$ cat config.mk
export PLATFORM = sky130hd
export DESIGN_NAME = pli_throttler
export DESIGN_NICKNAME = d
export VERILOG_FILES = /design/src/rtl/pli_throttler.sv
export SDC_FILE = /design/constraint.sdc
export NUM_CORES = 2
export LEC_CHECK = 0
export ABC_AREA = 1
export BUFFER_PORTS_ARGS = -buffer_cell sky130_fd_sc_hd__buf_2
export CORE_ASPECT_RATIO = 0.8
export CORE_UTILIZATION = 50
export DETAILED_ROUTE_END_ITERATION = 16
export PLACE_DENSITY = 0.69
export SLEW_MARGIN = 20
export SYNTH_ARGS = -nofsm -noshare
export SYNTH_HDL_FRONTEND = slang
export SYNTH_SLANG_ARGS = --single-unit
$ cat constraint.sdc
create_clock -name clk -period 25.3 [get_ports clk]
set_input_delay 2.53 -clock clk [delete_from_list [all_inputs] [get_ports clk]]
set_output_delay 2.53 -clock clk [all_outputs]
set_load 0.05 [all_outputs]
$ cat src/rtl/pli_throttler.sv
module pli_throttler #(
  parameter int INTERVAL = 100000,
  parameter int PW = 16
)(
  input  logic          clk,
  input  logic          rst_n,
  input  logic          disp_pulse,
  input  logic          req_pulse,
  input  logic [PW-1:0] c_slope,
  input  logic [PW-1:0] c_base,
  input  logic [PW-1:0] m_slope,
  input  logic [PW-1:0] m_base,
  input  logic [PW-1:0] budget,
  output logic          disp_throttle,
  output logic          req_throttle
);
  localparam int CW = $clog2(INTERVAL + 1);
  localparam int NW = CW + PW;
  localparam int EW = CW + PW + 1;
  localparam int SW = $clog2(NW);
  localparam int IW = $clog2(INTERVAL);

  logic [IW-1:0] ivl_cnt;
  logic [CW-1:0] dcnt, rcnt, d0_q, r0_q, thr_d, thr_r;
  logic [NW-1:0] qd, qr;
  logic [EW-1:0] remd, remr, den;
  logic [SW-1:0] step;
  logic          busy, ready, lim;

  logic last;
  assign last = (ivl_cnt == IW'(INTERVAL - 1));

  logic [CW-1:0] d_now, r_now;
  assign d_now = dcnt + CW'(disp_pulse);
  assign r_now = rcnt + CW'(req_pulse);

  logic [PW:0]   base_sum;
  logic [PW-1:0] pdyn;
  logic [EW-1:0] pest;
  logic          unlim;
  assign base_sum = {1'b0, c_base} + {1'b0, m_base};
  assign pdyn     = ({1'b0, budget} > base_sum) ? (budget - c_base - m_base) : '0;
  assign pest     = EW'(c_slope) * EW'(d_now) + EW'(m_slope) * EW'(r_now);
  assign unlim    = (pest == '0) || (pest <= EW'(pdyn));

  logic [EW:0]   td, tr;
  logic          ged, ger;
  logic [NW-1:0] qd_nx, qr_nx;
  assign td    = {remd, qd[NW-1]};
  assign tr    = {remr, qr[NW-1]};
  assign ged   = td >= {1'b0, den};
  assign ger   = tr >= {1'b0, den};
  assign qd_nx = {qd[NW-2:0], ged};
  assign qr_nx = {qr[NW-2:0], ger};

  always_ff @(posedge clk or negedge rst_n) begin
    if (!rst_n) begin
      ivl_cnt <= '0;
      dcnt <= '0; rcnt <= '0; d0_q <= '0; r0_q <= '0;
      thr_d <= '0; thr_r <= '0;
      qd <= '0; qr <= '0; remd <= '0; remr <= '0; den <= '0;
      step <= '0; busy <= 1'b0; ready <= 1'b0; lim <= 1'b0;
    end else begin
      ivl_cnt <= last ? '0 : ivl_cnt + 1'b1;
      if (last) begin
        dcnt  <= '0;
        rcnt  <= '0;
        d0_q  <= d_now;
        r0_q  <= r_now;
        qd    <= NW'(d_now) * NW'(pdyn);
        qr    <= NW'(r_now) * NW'(pdyn);
        remd  <= '0;
        remr  <= '0;
        den   <= pest;
        lim   <= !unlim;
        busy  <= 1'b1;
        ready <= 1'b0;
        step  <= '0;
      end else begin
        dcnt <= d_now;
        rcnt <= r_now;
        if (busy) begin
          remd <= EW'(ged ? td - {1'b0, den} : td);
          remr <= EW'(ger ? tr - {1'b0, den} : tr);
          qd   <= qd_nx;
          qr   <= qr_nx;
          step <= step + 1'b1;
          if (step == SW'(NW - 1)) begin
            busy  <= 1'b0;
            ready <= 1'b1;
            thr_d <= qd_nx[CW-1:0];
            thr_r <= qr_nx[CW-1:0];
          end
        end
      end
    end
  end

  assign disp_throttle = ready && lim && (dcnt >= thr_d);
  assign req_throttle  = ready && lim && (rcnt >= thr_r);


  ivl_wrap_chk: assert property (@(posedge clk) disable iff (!rst_n)
    last |=> (ivl_cnt == '0) && busy && (dcnt == '0) && (rcnt == '0));


  disp_hold_chk: assert property (@(posedge clk) disable iff (!rst_n)
    (disp_throttle && !last) |=> disp_throttle);


  req_hold_chk: assert property (@(posedge clk) disable iff (!rst_n)
    (req_throttle && !last) |=> req_throttle);


  div_quiet_chk: assert property (@(posedge clk) disable iff (!rst_n)
    busy |-> (!disp_throttle && !req_throttle));


  thr_bound_chk: assert property (@(posedge clk) disable iff (!rst_n)
    (ready && lim) |-> ((thr_d <= d0_q) && (thr_r <= r0_q)));
endmodule

# After elaboration in Yosys (flattened, before gate mapping)

Cells that the tools add are included.

Bits of input ports: 84
Flip-flop bits (word level): 262
Logic and storage cells: 69

Equal/unequal tests: 2
Reductions and logical operators: 10
Bitwise gates (word level): 1
Add/subtract/negate cells: 10
Multiply operators: 4
Muxes and demuxes: 22
Order comparisons: 6

Operators by type and width:

| cell                    | number |
|---|---|
| $mux W34                | 6 |
| $mux W33                | 4 |
| $ge A35 B34 Y1          | 2 |
| $sub A34 B34 Y34        | 2 |
| $mul A16 B17 Y33        | 2 |
| $mul A17 B16 Y33        | 2 |
| $mux W17                | 3 |
| $add A17 B1 Y17         | 2 |
| $add A33 B33 Y34        | 1 |
| $ge A17 B17 Y1          | 2 |
| $le A34 B16 Y1          | 1 |
| $logic_not A34 Y1       | 1 |
| $sub A16 B16 Y16        | 2 |
| $add A16 B16 Y17        | 1 |
| $add A17 B1 Y17 const B | 1 |
| $eq A17 B17 Y1 const B  | 1 |
| $gt A16 B17 Y1          | 1 |
| $mux W16                | 1 |
| $mux W6                 | 2 |
| $add A6 B1 Y6 const B   | 1 |
| $eq A6 B6 Y1 const B    | 1 |
| $mux W1                 | 6 |
| $reduce_bool A2 Y1      | 2 |
| $logic_and A1 B1 Y1     | 3 |
| 5 further kinds         | 5 |

# Longest topological paths before layout

Depth in word-level cells: 6
Depth in mapped cells: 49
Gate-level depth less buffers: 48

# Worst setup path before layout

No wires, ideal clock.

Kind: input to register
From: in req_pulse
To: reg lim
Path slack: 14.782 ns
Arrival time: 10.401 ns
Stages on the path: 42
Buffers on the path: 2
Data required time: 25.183 ns
Cells stage by stage: ha_1 -> ha_1 -> nand2_1 -> nor2_1 -> nand2_1 -> nor2_1 -> nand2_1 -> nor2_1 -> nand2_1 -> nor2_1 -> xor2_1 -> buf_2 -> buf_2 -> nand2_1 -> fa_1 -> inv_1 -> fa_1 -> inv_1 -> [6 not listed] -> inv_1 -> fa_1 -> inv_1 -> ha_1 -> nand2_1 -> nor2_1 -> nand3_1 -> nand3b_1 -> xor2_1 -> ha_1 -> a21oi_1 -> o21ai_0 -> a21boi_0 -> a21oi_1 -> a21oi_1 -> nand3_1 -> nand2_1 -> nand2_1

Cells in the longest elaborated chain, start to end: 6

RTL lines:

| element                                                    | RTL line | text |
|---|---|---|
| start, declared                                            | 8        | `input logic req_pulse,` |
| $add A17 B1 Y17 (*)                                        | 35       | `assign r_now = rcnt + CW'(req_pulse);` |
| $mul A16 B17 Y33 (*)                                       | 43       | `assign pest = EW'(c_slope) * EW'(d_now) + EW'(m_slope) * EW'(r_now);` |
| $add A33 B33 Y34 (*)                                       | 43       |  |
| named net pest[13]                                         | 39       | `logic [EW-1:0] pest;` |
| $le A34 B16 Y1 / $logic_not A34 Y1 (equally long branches) | 44       | `assign unlim = (pest == '0) \|\| (pest <= EW'(pdyn));` |
| $logic_or A1 B1 Y1 (*)                                     | 44       |  |
| $logic_not A1 Y1 (*)                                       | 75       | `lim <= !unlim;` |
| end signal, assigned                                       | 75       |  |
| end, declared                                              | 28       | `logic busy, ready, lim;` |

The timed path passes the listed nets; every way through them passes the cells marked *.
A chain may end at the register's enable or synchronous reset.

# Final worst setup path

From: in c_base[2]
To: reg qd[25]

Cells in the longest elaborated chain, start to end: 5

RTL lines:

| element                                                     | RTL line | text |
|---|---|---|
| start, declared                                             | 10       | `input logic [PW-1:0] c_base,` |
| $sub A16 B16 Y16 / $add A16 B16 Y17 (equally long branches) | 42, 41   |  |
| $sub A16 B16 Y16 / $gt A16 B17 Y1 (equally long branches)   | 42       | `assign pdyn = ({1'b0, budget} > base_sum) ? (budget - c_base - m_base) : '0;` |
| $mux W16 (*)                                                | 42       |  |
| $mul A17 B16 Y33 (*)                                        | 70       | `qd <= NW'(d_now) * NW'(pdyn);` |
| $mux W33 (*)                                                | 65       | `if (last) begin` |
| end signal, assigned                                        | 70       |  |
| end signal, assigned                                        | 85       | `qd <= qd_nx;` |
| end, declared                                               | 25       | `logic [NW-1:0] qd, qr;` |

Every way passes the cells marked *; elsewhere a longest branch is shown, timed or not.

==> impl_metrics.toml <==
[die]
dieArea_um2 = 114000
core_um2 = 111000
num_rows = 109
fp.dieW_um = 377
io_pins = 86
die_y_um = 302
floorplan.initialDensity_pct = 50.6

[timing]
finalSetupTns_ns = 0
timing.fmax_mhz = 82.7
finalHoldViolCount = 0
fin_crit_ns = 12.09
post-route-period-util_pct = 47.8
worst_pin_slew_ns = 1.15
slew_headroom_pct = 22.9
slew_viol_final = 0
finalClockSkew_ns = 0.0236
setup_viol = 0
rsz0062_at_grt = "false"

[cells_and_area]
area_growth_pct = 4.96
nets = 8844
multi_input_area_um2 = 42400
fill_cells = 10600
seqCellArea_um2 = 6560
drive_gt1_share_pct = 3.62

[cts]
cts_hold_buffers = 0
postCtsSetupBuffers = 0
cts_htree_levels = 1
root_buffer = "clkbuf_16"
clkSlewWorstSetupHoldPaths_ns = 0.07
clock_sinks = 262
cts_resized = 0
cts_tree = "built"
cts_max_path_buffers = 3
numCtsBuffers = 27
clk_latency_ns = 0.59

[global_routing]
overflow = 0
grt_pass1_wl_um = 280000
grt_max_degree = 152
grt_antenna_before_repair = 1
grt_usage_pct = 32.1
grt_pass1_vias = 47900

[worst_setup_path]
worstPathArrival_ns = 12.56
critPathRequiredTime_ns = 25.78
cpPeakStageDelay_ns = 1.01
end_kind = "flop"
worstSetupPathType = "in -> reg"
cpLargestDelayFamily = "adder cells"
crit_path_frequent_cell = "nand2_1"
start_kind = "primary input"
crit_slowest_cell = "inv_1"
cp_max_fo = 24
critPathBufInv = 6

[place]
dp_hpwl_um = 145000
gp_congestion = 1.01
port_buffers = 85

[synthesis]
synth-compound-area-share_pct = 7.24
synth_top_family_by_area = "adder cells"
ys_async_sr_fraction_pct = 100
syn_nets = 8909
synth_xor_area_share_pct = 1.98
ys_ff_latch = 262
netlist_area_um2 = 56100
yosysSeqAreaShare_pct = 11.7
yosys-top-cells-count = "1625 x inv_1, 1586 x nand2_1, 912 x fa_1"
syn_inst = 7313
synth_cell_types = 57
muxShareOfSynthArea_pct = 0
synth_edf_count = 0
yosys_warnings = 0
yosysMostFrequentCell = "inv_1"
synthTopCellsByArea = "fa_1 33%, ha_1 13%, dfrtp_1 12%"
synth.avg_cell_area_um2 = 7.68
synth-simple-area-share_pct = 20.2
synthAdderAreaFrac_pct = 45.9
ys.flop_type = "dfrtp_1"
yosysTopAreaCellShare_pct = 32.5
synth_top_cell_by_area = "fa_1"

[drt]
drt-vias-per-instance = 5.48
first_pass_iters = 6
drc = 0
num_vias = 48000
drt-total-wl_um = 180000
drt_iter0_drc = 4509
ant_nets = 0
post_drt_wl_per_cell_um = 20.5

[run]
cap_viol_max_count = 0

[hold_path]
hp-class = "reg -> reg"

[run_status]
status = "completed"
cell usage in the layout (no fill, tap or decap), types with 84 or more instances in the layout:
| master | count |
|---|---|
| dfrtp_1 | 262 |
| nand3_1 | 254 |
| ha_1 | 600 |
| nor2_1 | 745 |
| a21oi_1 | 271 |
| fa_1 | 912 |
| inv_1 | 1623 |
| nand2_1 | 1586 |
| buf_2 | 84 |
| o21ai_0 | 260 |
final cells by class:
class                      count  area share, %
tap                         1498           3.18
sequential                   262           11.1
clock inverter                 9          0.240
timing repair buffer         163           1.76
multi-input combinational   5151           71.9
inverter                    1643           10.5
clock buffer                  37           1.30
antenna                        5         0.0212
flip-flops by register name, indices dropped and copies added (netlist names):
| signal | flops |
|---|---|
| dcnt | 17 |
| busy | 1 |
| remr | 34 |
| ready | 1 |
| rcnt | 17 |
| qd | 33 |
| lim | 1 |
| remd | 34 |
| den | 34 |
| qr | 33 |
| thr_d | 17 |
| ivl_cnt | 17 |
| step | 6 |
| thr_r | 17 |
metal layers:
metal  global-route usage, %  vias to the layer above  wire length, um  share of wire (%)
li1                        -                    22000                -                  -
met1                    45.8                    23500            77500                 43
met2                    48.5                     2280            76800                 43
met3                    9.18                      302            20600                 11
met4                    7.22                        2             4730                2.6
met5                       0                        -               12             0.0067
final timing paths:
path                             from         end  slack (ns)  depth (start not counted)
setup reg to reg              rcnt[0]         lim       15.34                         41
hold / removal             ivl_cnt[0]  ivl_cnt[0]        0.47                          1
min in group asynchronous       rst_n  ivl_cnt[5]        2.01                          1
setup / recovery            c_base[2]      qd[25]       13.21                         38
hold reg to reg            ivl_cnt[0]  ivl_cnt[0]        0.47                          1
max in group asynchronous       rst_n      qr[18]       21.86                          2
per-stage QoR:
step	utilization, %	area [um2]	instances	setup WS [ns]	hold WS (ns)
after CTS	53.1	58900	8762	13.50	0.469
after global routing	53.1	58900	8763	12.45	0.505
final	53.1	58900	8768	13.21	0.466
after detailed placement	52.3	58000	8716	12.90	0.463
after floorplan	-	56100	7313	14.78	0.433
after global placement	52.3	58000	8716	13.13	0.447
cells by family (layout without fill, tap and decap cells):
kind of cell | Yosys count | in the layout
other cells | 0 | 5
buf+inv | 1900 | 1852
flops | 262 | 262
xor+xnor | 127 | 127
compound gates | 722 | 722
simple gates | 2790 | 2790
fa+ha+maj | 1512 | 1512
Power is not shown: default switching activity piles up to over one toggle a cycle in this logic, so the estimate is an artifact.
